## config.mk

```make
export PLATFORM = sky130hd
export DESIGN_NAME = rxring_writer
export DESIGN_NICKNAME = d
export VERILOG_FILES = /design/src/rtl/rxr_pkg.sv /design/src/rtl/rxr_desc_ptr.sv /design/src/rtl/rxr_packer.sv /design/src/rtl/rxr_ctrl.sv /design/src/rtl/rxring_writer.sv
export SDC_FILE = /design/constraint.sdc
export NUM_CORES = 1
export LEC_CHECK = 0
export CORE_UTILIZATION = 36
export DETAILED_ROUTE_END_ITERATION = 7
export GPL_TIMING_DRIVEN = 0
export SYNTH_ARGS = -nofsm -noshare
export SYNTH_HDL_FRONTEND = slang
export SYNTH_SLANG_ARGS = --single-unit
```

## constraint.sdc

```tcl
create_clock -name clk -period 4.7 [get_ports clk]
set_clock_uncertainty 0.15 [all_clocks]
set_input_delay 0.94 -clock clk [delete_from_list [all_inputs] [get_ports clk]]
set_output_delay 0.94 -clock clk [all_outputs]
set_load 0.02 [all_outputs]
```

## src/rtl/rxr_pkg.sv

```systemverilog
package rxr_pkg;

  localparam int AW       = 32;
  localparam int OWN_BIT  = 0;
  localparam int WRAP_BIT = 1;
  localparam int LEN_W    = 14;
  localparam int SOF_BIT  = 14;
  localparam int EOF_BIT  = 15;
  localparam logic [AW-1:0] DESC_STEP = 32'd8;
  localparam logic [AW-1:0] STAT_OFS  = 32'd4;

  typedef enum logic [2:0] {
    ST_IDLE,
    ST_FETCH,
    ST_WAIT,
    ST_FILL,
    ST_STAT,
    ST_OWN,
    ST_DROP
  } rxr_state_e;

  // Status word: length, first-segment and last-segment markers.
  function automatic logic [31:0] status_word(input logic [LEN_W-1:0] len,
                                              input logic sof,
                                              input logic eof);
    logic [31:0] w;
    w = '0;
    w[LEN_W-1:0] = len;
    w[SOF_BIT]   = sof;
    w[EOF_BIT]   = eof;
    return w;
  endfunction

  // Word 0 as handed back to software: unchanged except the ownership flag.
  function automatic logic [31:0] own_word(input logic [31:0] w0);
    logic [31:0] r;
    r = w0;
    r[OWN_BIT] = 1'b1;
    return r;
  endfunction

  // Buffer start taken from word 0 with the flag bits cleared.
  function automatic logic [AW-1:0] buf_base(input logic [31:0] w0);
    return {w0[31:2], 2'b00};
  endfunction

  // Descriptor that follows the current one.
  function automatic logic [AW-1:0] next_desc(input logic [AW-1:0] cur,
                                              input logic [AW-1:0] base,
                                              input logic wrap);
    return wrap ? base : cur + DESC_STEP;
  endfunction

  // Insert one byte into its lane of a packing word.
  function automatic logic [31:0] lane_merge(input logic [31:0] pack,
                                             input logic [7:0] b,
                                             input logic [1:0] lane);
    logic [31:0] r;
    r = pack;
    r[8*lane +: 8] = b;
    return r;
  endfunction

endpackage

```

## src/rtl/rxr_desc_ptr.sv

```systemverilog
module rxr_desc_ptr
  import rxr_pkg::*;
(
  input  logic          clk,
  input  logic          rst_n,
  input  logic          load,
  input  logic [AW-1:0] base_in,
  input  logic          advance,
  input  logic          wrap,
  output logic [AW-1:0] cur_ptr,
  output logic [AW-1:0] base_q
);

  always_ff @(posedge clk) begin
    if (!rst_n) begin
      cur_ptr <= '0;
      base_q  <= '0;
    end else if (load) begin
      cur_ptr <= base_in;
      base_q  <= base_in;
    end else if (advance) begin
      cur_ptr <= next_desc(cur_ptr, base_q, wrap);
    end
  end

endmodule

```

## src/rtl/rxr_packer.sv

```systemverilog
module rxr_packer
  import rxr_pkg::*;
(
  input  logic        clk,
  input  logic        rst_n,
  input  logic        take,
  input  logic        flush,
  input  logic [7:0]  byte_in,
  input  logic [1:0]  lane,
  output logic [31:0] merged
);

  logic [31:0] pack_q;

  assign merged = lane_merge(pack_q, byte_in, lane);

  always_ff @(posedge clk) begin
    if (!rst_n) begin
      pack_q <= '0;
    end else if (flush) begin
      pack_q <= '0;
    end else if (take) begin
      pack_q <= merged;
    end
  end

endmodule

```

## src/rtl/rxr_ctrl.sv

```systemverilog
module rxr_ctrl
  import rxr_pkg::*;
#(
  parameter int BUF_BYTES = 1536
) (
  input  logic          clk,
  input  logic          rst_n,
  input  logic          rx_en,
  input  logic          in_valid,
  input  logic          in_last,
  output logic          in_ready,
  input  logic [AW-1:0] cur_ptr,
  input  logic [31:0]   merged,
  input  logic [31:0]   mem_rdata,
  output logic          mem_req,
  output logic          mem_we,
  output logic [AW-1:0] mem_addr,
  output logic [31:0]   mem_wdata,
  output logic          take,
  output logic          flush,
  output logic [1:0]    lane,
  output logic          idle,
  output logic          advance,
  output logic          desc_wrap,
  output logic [AW-1:0] buf_addr,
  output logic          ev_data,
  output logic          ev_status,
  output logic          ev_publish,
  output logic          ev_drop,
  output logic          drop_active
);

  localparam int CNT_W = $clog2(BUF_BYTES + 1);
  localparam logic [CNT_W:0] BUF_LIM = (CNT_W+1)'(BUF_BYTES);

  rxr_state_e       state_q, state_d;
  logic [CNT_W-1:0] bcnt_q;
  logic             first_q;
  logic             last_q;
  logic [31:0]      word0_q;
  logic             full_after;
  logic             close_seg;
  logic             owned;
  logic [AW-1:0]    data_addr;

  assign lane       = bcnt_q[1:0];
  assign take       = (state_q == ST_FILL) && in_valid;
  assign full_after = (({1'b0, bcnt_q} + 1'b1) == BUF_LIM);
  assign close_seg  = take && (in_last || full_after);
  assign flush      = take && ((lane == 2'd3) || in_last || full_after);
  assign owned      = mem_rdata[OWN_BIT];
  assign buf_addr   = buf_base(word0_q);
  assign desc_wrap  = word0_q[WRAP_BIT];
  assign data_addr  = buf_addr + {{(AW-CNT_W){1'b0}}, bcnt_q[CNT_W-1:2], 2'b00};
  assign idle       = (state_q == ST_IDLE);

  assign ev_data     = flush;
  assign ev_status   = (state_q == ST_STAT);
  assign ev_publish  = (state_q == ST_OWN);
  assign drop_active = (state_q == ST_DROP);

  always_comb begin
    state_d   = state_q;
    in_ready  = 1'b0;
    mem_req   = 1'b0;
    mem_we    = 1'b0;
    mem_addr  = '0;
    mem_wdata = '0;
    advance   = 1'b0;
    ev_drop   = 1'b0;
    unique case (state_q)
      ST_IDLE: begin
        if (!rx_en) begin
          in_ready = 1'b1;
        end else if (in_valid) begin
          state_d = ST_FETCH;
        end
      end
      ST_FETCH: begin
        mem_req  = 1'b1;
        mem_addr = cur_ptr;
        state_d  = ST_WAIT;
      end
      ST_WAIT: begin
        if (owned) begin
          ev_drop = 1'b1;
          state_d = ST_DROP;
        end else begin
          state_d = ST_FILL;
        end
      end
      ST_FILL: begin
        in_ready = 1'b1;
        if (flush) begin
          mem_req   = 1'b1;
          mem_we    = 1'b1;
          mem_addr  = data_addr;
          mem_wdata = merged;
        end
        if (close_seg) state_d = ST_STAT;
      end
      ST_STAT: begin
        mem_req   = 1'b1;
        mem_we    = 1'b1;
        mem_addr  = cur_ptr + STAT_OFS;
        mem_wdata = status_word(LEN_W'(bcnt_q), first_q, last_q);
        state_d   = ST_OWN;
      end
      ST_OWN: begin
        mem_req   = 1'b1;
        mem_we    = 1'b1;
        mem_addr  = cur_ptr;
        mem_wdata = own_word(word0_q);
        advance   = 1'b1;
        state_d   = last_q ? ST_IDLE : ST_FETCH;
      end
      ST_DROP: begin
        in_ready = 1'b1;
        if (in_valid && in_last) state_d = ST_IDLE;
      end
      default: state_d = ST_IDLE;
    endcase
  end

  always_ff @(posedge clk) begin
    if (!rst_n) begin
      state_q <= ST_IDLE;
      bcnt_q  <= '0;
      first_q <= 1'b0;
      last_q  <= 1'b0;
      word0_q <= '0;
    end else begin
      state_q <= state_d;
      if (idle && rx_en && in_valid) begin
        first_q <= 1'b1;
        last_q  <= 1'b0;
      end
      if (state_q == ST_WAIT) begin
        bcnt_q <= '0;
        if (!owned) word0_q <= mem_rdata;
      end
      if (take) begin
        bcnt_q <= bcnt_q + 1'b1;
        last_q <= in_last;
      end
      if (state_q == ST_OWN) first_q <= 1'b0;
    end
  end

endmodule

```

## src/rtl/rxring_writer.sv

```systemverilog
module rxring_writer
  import rxr_pkg::*;
#(
  parameter int BUF_BYTES = 1536
) (
  input  logic        clk,
  input  logic        rst_n,
  input  logic        rx_en,
  input  logic [31:0] ring_base,
  input  logic        in_valid,
  input  logic [7:0]  in_data,
  input  logic        in_last,
  output logic        in_ready,
  output logic        mem_req,
  output logic        mem_we,
  output logic [31:0] mem_addr,
  output logic [31:0] mem_wdata,
  input  logic [31:0] mem_rdata,
  output logic        nobuf
);

  logic [AW-1:0] cur_ptr;
  logic [AW-1:0] base_q;
  logic [AW-1:0] buf_addr;
  logic [31:0]   merged;
  logic          take;
  logic          flush;
  logic [1:0]    lane;
  logic          idle;
  logic          advance;
  logic          desc_wrap;
  logic          ptr_load;
  logic          ev_data;
  logic          ev_status;
  logic          ev_publish;
  logic          ev_drop;
  logic          drop_active;

  assign ptr_load = idle && !rx_en;
  assign nobuf    = ev_drop;

  rxr_desc_ptr u_ptr (
    .clk     (clk),
    .rst_n   (rst_n),
    .load    (ptr_load),
    .base_in (ring_base),
    .advance (advance),
    .wrap    (desc_wrap),
    .cur_ptr (cur_ptr),
    .base_q  (base_q)
  );

  rxr_packer u_pack (
    .clk     (clk),
    .rst_n   (rst_n),
    .take    (take),
    .flush   (flush),
    .byte_in (in_data),
    .lane    (lane),
    .merged  (merged)
  );

  rxr_ctrl #(.BUF_BYTES(BUF_BYTES)) u_ctrl (
    .clk         (clk),
    .rst_n       (rst_n),
    .rx_en       (rx_en),
    .in_valid    (in_valid),
    .in_last     (in_last),
    .in_ready    (in_ready),
    .cur_ptr     (cur_ptr),
    .merged      (merged),
    .mem_rdata   (mem_rdata),
    .mem_req     (mem_req),
    .mem_we      (mem_we),
    .mem_addr    (mem_addr),
    .mem_wdata   (mem_wdata),
    .take        (take),
    .flush       (flush),
    .lane        (lane),
    .idle        (idle),
    .advance     (advance),
    .desc_wrap   (desc_wrap),
    .buf_addr    (buf_addr),
    .ev_data     (ev_data),
    .ev_status   (ev_status),
    .ev_publish  (ev_publish),
    .ev_drop     (ev_drop),
    .drop_active (drop_active)
  );

endmodule

```

==> metrics, run 1 <==
RSZ-0062 raised after global routing no; CTS sink count 143; vias in the first global route 10100; H-tree depth 4; Simple-Gate Fraction of Synth Area 0.274; Die X-Extent 164 um; Post-Syn Nets 1412; Starting Density 0.370; drt pass-1 iters 8; Final Cycle Share 0.991; DIE HEIGHT 164 um; worst endpoint data arrival time 3.57 ns; Final Slew Violations 0; Clock Tree Buf Depth 2; share of cells above drive strength 1 0.0635; GRT overflow 0; std cell rows 58; nature of the critical path startpoint flip-flop; HP Class reg -> reg; Synth Area in Compound Gates 0.303; PD cells 297 nW/um^2; sequential share of the synthesized area 0.304; Synth Warn # 0; placed insts 1791; Total Routing Usage GR 0.307; Yosys top cell area share 0.304; Seq pwr share 0.394; Setup-failing EPs final 0; clock tree root buffer cell clkbuf_16; Routed WL 41300 um; Critical Path Max Stage Delay 0.67 ns; synthesized area per cell 7.14 sq um; clk slew on worst S/H paths 0.07 ns; synthesized area 9410 sq um; Clk pwr share 0.385; first-pass GRT wire length 61300 um; Post-synth EDFFs 0; DR WL/cell 22.6 um; Crit Path Max Fanout 9; mux contribution to synthesized area 0.00652; Synth Flop Type dfxtp_1; core area 25400 sq um; Synth Area in Adders 0.0247; Yosys cell types 69; largest net degree at the start of global routing 17; CP endpoint kind output pin; Top Ports 145; VDD IR max 222 uV; commonest cells in the synthesized netlist 219 x nand2_1, 143 x dfxtp_1, 136 x a21oi_1; CP Class reg -> out; maximum clock frequency 0.215 GHz; Final ANT Viol Nets 0; cell taking the most area after synthesis dfxtp_1; synthesis-to-layout area growth 27.8%; leakage 4.57 nW; vias per std cell 6.00; initial DRC count 1133; Worst-Skew Late Latency 0.44 ns; combinational share of power 0.221; cts bufs inserted 17; worst endpoint required time 3.61 ns; NetSw 1.28 mW; fraction of registers with async set/reset 0; initial antenna violation count 0; top post-synthesis cells by area dfxtp_1 30%, nand2_1 8.7%, a21oi_1 7.2%; Port Buffers 144; Hold Slack 0.318 ns; DPL Wire Length 30700 um; max_cap viols 0; die area 26800 sq um; worst path cell trace ha_2 > nand4_4 > or4_1 > buf_2 > nor3_2 > o21ai_0 > o21ai_1 > clkdlybuf4s50_1; Vias 11000; synthesized flop and latch total 143; # DRC 0; Inserted Diodes 0; Max-Slew Margin vs Limit 0.322; CP max-delay cell clkdlybuf4s50_1; most common cell in the netlist nand2_1; Final Instance Count excl. Fillers 1827; routability cong. 0.961; Hold Vio Cnt, Final 0; CTS tree done; Post-layout nets 1579; largest family of logic cells by synthesized area compound AO/OA/AOI/OAI gates; Final min period 4.66 ns; outcome complete, no violations; Int Power 2.29 mW; worst slew pin tran 1.01 ns; Syn Inst Count 1317; Net Sw Frac 0.360; fin util 0.473; Synth Area in XOR/XNOR 0.0316
path summary, 6_finish.rpt:
| check | to | from | slack [ns] | depth (start not counted) |
|---|---|---|---|---|
| worst max-delay path | mem_addr[23] | u_ptr.cur_ptr[3]$_SDFFE_PN0P_ | 0.04 | 8 |
| worst min register to register | u_ptr.base_q[2]$_SDFFE_PN0P_ | u_ptr.base_q[2]$_SDFFE_PN0P_ | 0.32 | 2 |
| worst min-delay path | u_ptr.base_q[2]$_SDFFE_PN0P_ | u_ptr.base_q[2]$_SDFFE_PN0P_ | 0.32 | 2 |
| worst max register to register | u_ctrl.state_q[0]$_SDFFE_PN0P_ | u_ctrl.bcnt_q[1]$_SDFFE_PN0P_ | 1.80 | 8 |
layout make-up:
class | instances | area, sq um
Tap cell | 330 | 413
Multi-Input combinational cell | 1044 | 6140
Timing Repair Buffer | 147 | 1490
Inverter | 21 | 78.8
Clock inverter | 14 | 138
Sequential cell | 143 | 2870
Buffer | 110 | 464
Clock buffer | 18 | 429
Fill cell | 2630 | 13400
what timing repair did:
item,4_1_cts,5_1_grt
resized for setup,42,44
hold buffers,0,0
pin swaps,2,1
endpoints found under the setup margin,53,34
cloned,1,0
buffers inserted,2,1
sequential cells by signal (all words and copies together) (netlist names):
signal,cells
u_ctrl.bcnt_q,11
u_ptr.cur_ptr,32
u_ctrl.state_q,3
u_ctrl.last_q,1
u_ptr.base_q,32
u_ctrl.first_q,1
u_pack.pack_q,32
u_ctrl.word0_q,31
through the flow:
step           setup WS (ns)  setup TNS (ns)  instance area [sq um]  total power [mW]
6_report              0.0424               0                  12000              3.57
5_1_grt              0.00253               0                  12000              3.70
4_1_cts               0.0245               0                  11900              3.56
3_5_place_dp          -0.673          -12.53                  11300              2.20
3_3_place_gp          -0.672          -13.51                  11300              2.19
2_1_floorplan           1.12               0                   9410              1.83
cells in the final DEF, fill, tap and decap left out, types with 8 or more instances in the layout:
cell type,n
clkbuf_1,72
xor2_1,26
a31oi_1,14
dfxtp_1,140
inv_1,21
nand2_1,219
and2_1,21
nor2_1,73
and3_1,25
dlygate4sd2_1,16
o221ai_1,11
a22oi_1,20
buf_2,16
a21oi_1,136
nand3_1,36
clkbuf_16,17
nand4_1,18
a21boi_0,74
clkbuf_2,10
nor2b_1,37
o21ai_0,107
nor3_1,48
o21ai_1,13
dlymetal6s2s_1,20
ha_1,16
buf_1,8
clkdlybuf4s50_1,108
o211ai_1,18
power by group through the flow:
stage	Clock (mW)	Combinational, mW	Sequential (mW)
floorplan	0	0.447	1.39
global placement	0	0.767	1.43
detailed placement	0	0.774	1.43
CTS	1.38	0.775	1.40
global route	1.43	0.853	1.41
finish	1.37	0.790	1.41
worst max-delay path: cells and delay by family (launching register included):
kind	cells	cell delay, ns
AOI/OAI and AO/OA	2	0.45
adders and majority gates	1	0.30
buffers and inverters	2	0.87
DFF	1	0.46
and+or+nand+nor	3	1.06
cells by family after synthesis:
group | after synthesis
buf+inv | 131
flops | 143
compound gates | 458
mux | 6
fa+ha+maj | 18
simple gates | 527
xor+xnor | 34
layer usage:
metal  track usage  up-vias  routed length [um]
met5             0        -                   0
met4         0.124        0                1490
met3        0.0470       78                3790
met2         0.487      650               18400
met1         0.414     5170               17600
li1              -     5055                   -
No activity file was read; power rests on OpenSTA's default activity.
==> run 2, diff against run 1 <==
--- a/config.mk
+++ b/config.mk
@@ -8,6 +8,7 @@
 export CORE_UTILIZATION = 36
 export DETAILED_ROUTE_END_ITERATION = 7
 export GPL_TIMING_DRIVEN = 0
+export PLACE_DENSITY = 0.57
 export SYNTH_ARGS = -nofsm -noshare
 export SYNTH_HDL_FRONTEND = slang
 export SYNTH_SLANG_ARGS = --single-unit
==> metrics, run 2 (synthesis results as in run 1) <==
Final min period 4.66 ns; CP top delay family compound AO/OA/AOI/OAI gates; Inserted Diodes 0; biggest regs u_pack.pack_q (32), u_ptr.base_q (32), u_ptr.cur_ptr (32); GRT overflow 0; PD cells 301 nW/um^2; Post-layout nets 1582; worst path cell trace ha_1 > a21o_1 > o31ai_1 > a31oi_4 > buf_4 > xnor2_1 > o211ai_1 > clkdlybuf4s50_1; Final Instance Count excl. Fillers 1830; Critical Path Max Stage Delay 0.67 ns; CP Launch Point u_ctrl.bcnt_q[10]$_SDFFE_PN0P_; Die X-Extent 164 um; total negative slack 0 ns; Seq pwr share 0.387; worst slew pin tran 0.990 ns; largest net degree at the start of global routing 17; std cell rows 58; worst endpoint data arrival time 3.57 ns; Crit Path Max Fanout 6; drt pass-1 iters 8; commonest non-fill, non-tap cell in the layout nand2_1; maximum clock frequency 0.215 GHz; Final Cycle Share 0.992; vias in the first global route 9991; CP bufs+invs 2; Overall Power 3.63 mW; nature of the critical path startpoint flip-flop; launch point of the worst reg-to-reg path u_ctrl.bcnt_q[1]$_SDFFE_PN0P_; fin util 0.474; combinational share of power 0.219; synthesis-to-layout area growth 28.1%; vias per std cell 5.93; fin worst setup slack 0.0398 ns; max_cap viols 0; Crit path depth 8; post-layout instance area 12000 sq um; outcome complete, no violations; CP max-delay cell o31ai_1; # DRC 0; Setup-failing EPs final 0; R2R Setup Slk 1.93 ns; Worst setup endpoint mem_addr[12]; initial DRC count 1190; die area 26800 sq um; Final ANT Viol Nets 0; DPL Wire Length 30800 um; Hold Vio Cnt, Final 0; Int Power 2.39 mW; HP Class reg -> reg; H-tree depth 4; Clk pwr share 0.394; most frequent cells in the layout 219 x nand2_1, 141 x dfxtp_1, 136 x a21oi_1, 133 x clkdlybuf4s50_1, 114 x o21ai_0; Vias 10900; NetSw 1.24 mW; Max-Slew Margin vs Limit 0.335; Final Slew Violations 0; FF+latch area 2870 sq um; hold_buf cts 0; routability cong. 0.973; core area 25400 sq um; CP Class reg -> out; Net Sw Frac 0.342; share of cells above drive strength 1 0.0633; worst endpoint required time 3.61 ns; placed insts 1791; worst r2r dst u_ctrl.state_q[0]$_SDFFE_PN0P_; Top Ports 145; Routed WL 41600 um; Port Buffers 144; Total Routing Usage GR 0.308; # fillers 2669; initial antenna violation count 0; Starting Density 0.370; Hold Slack 0.315 ns; Clock Tree Buf Depth 2; Placement Cell Area 11300 sq um; DR WL/cell 22.8 um; VDD IR max 199 uV; clk slew on worst S/H paths 0.06 ns; DIE HEIGHT 164 um; CTS sink count 143; CP endpoint kind output pin; CTS tree done; worst r2r path cells 7; area occupied by multi-input gates 6140 sq um; Worst-Skew Late Latency 0.45 ns; cts bufs inserted 17; leakage 4.30 nW; first-pass GRT wire length 61200 um; dpl ws -0.699 ns; clock tree root buffer cell clkbuf_16
==> run 2: cell types whose count changed in the layout (fill, tap and decap cells not counted), moves of 4 or more <==
cell             change
dlygate4sd2_1       -11
clkdlybuf4s50_1     +25
o21ai_0              +7
dlymetal6s2s_1      -14
buf_4                +4
o21ai_1              -7
==> run 2: worst min path at each step <==
stage / slack [ns] / to / depth (start not counted) / start
after floorplan: 0.27 / u_ctrl.first_q$_SDFFE_PP0P_ / 2 / u_ctrl.first_q$_SDFFE_PP0P_
after detailed placement: 0.31 / u_ptr.base_q[2]$_SDFFE_PN0P_ / 2 / u_ptr.base_q[2]$_SDFFE_PN0P_
final: 0.32 / u_ptr.base_q[2]$_SDFFE_PN0P_ / 2 / u_ptr.base_q[2]$_SDFFE_PN0P_
after CTS: 0.32 / u_ptr.base_q[2]$_SDFFE_PN0P_ / 2 / u_ptr.base_q[2]$_SDFFE_PN0P_
after global placement: 0.30 / u_ptr.base_q[18]$_SDFFE_PN0P_ / 2 / u_ptr.base_q[18]$_SDFFE_PN0P_
after global routing: 0.34 / u_ptr.base_q[18]$_SDFFE_PN0P_ / 2 / u_ptr.base_q[18]$_SDFFE_PN0P_
==> run 2: metal layers <==
metal,vias to the layer above,global-route usage,share of wire
li1,5072,-,-
met1,5092,0.424,0.44
met2,597,0.478,0.44
met3,92,0.0424,0.080
met4,0,0.136,0.040
met5,-,0,0
==> run 2: tightest hold or removal path: cells and delay by family (launching register included) <==
| kind | cells | cell delay (ns) |
|---|---|---|
| compound gates | 1 | 0.06 |
| flops | 1 | 0.31 |
| simple gates | 1 | 0.05 |
==> run 2: power groups by stage <==
stage	sequential, mW	clock, mW	combinational [mW]
finish	1.40	1.43	0.795
detailed placement	1.43	0	0.775
global route	1.41	1.48	0.856
floorplan	1.39	0	0.447
CTS	1.40	1.43	0.778
global placement	1.42	0	0.769
==> run 2: final cells by class <==
cell class,instances,area share
buffer,109,0.0377
clock buffer,20,0.0371
clock inverter,12,0.0123
inverter,21,0.00654
multi-input combinational,1044,0.510
sequential,143,0.238
tap,330,0.0343
timing repair buffer,151,0.125
==> run 2: repair_timing <==
item	4_1_cts	5_1_grt
resized for setup	25	22
pin swaps	2	4
cloned	1	0
setup endpoints to repair	51	43
setup buffers	4	3
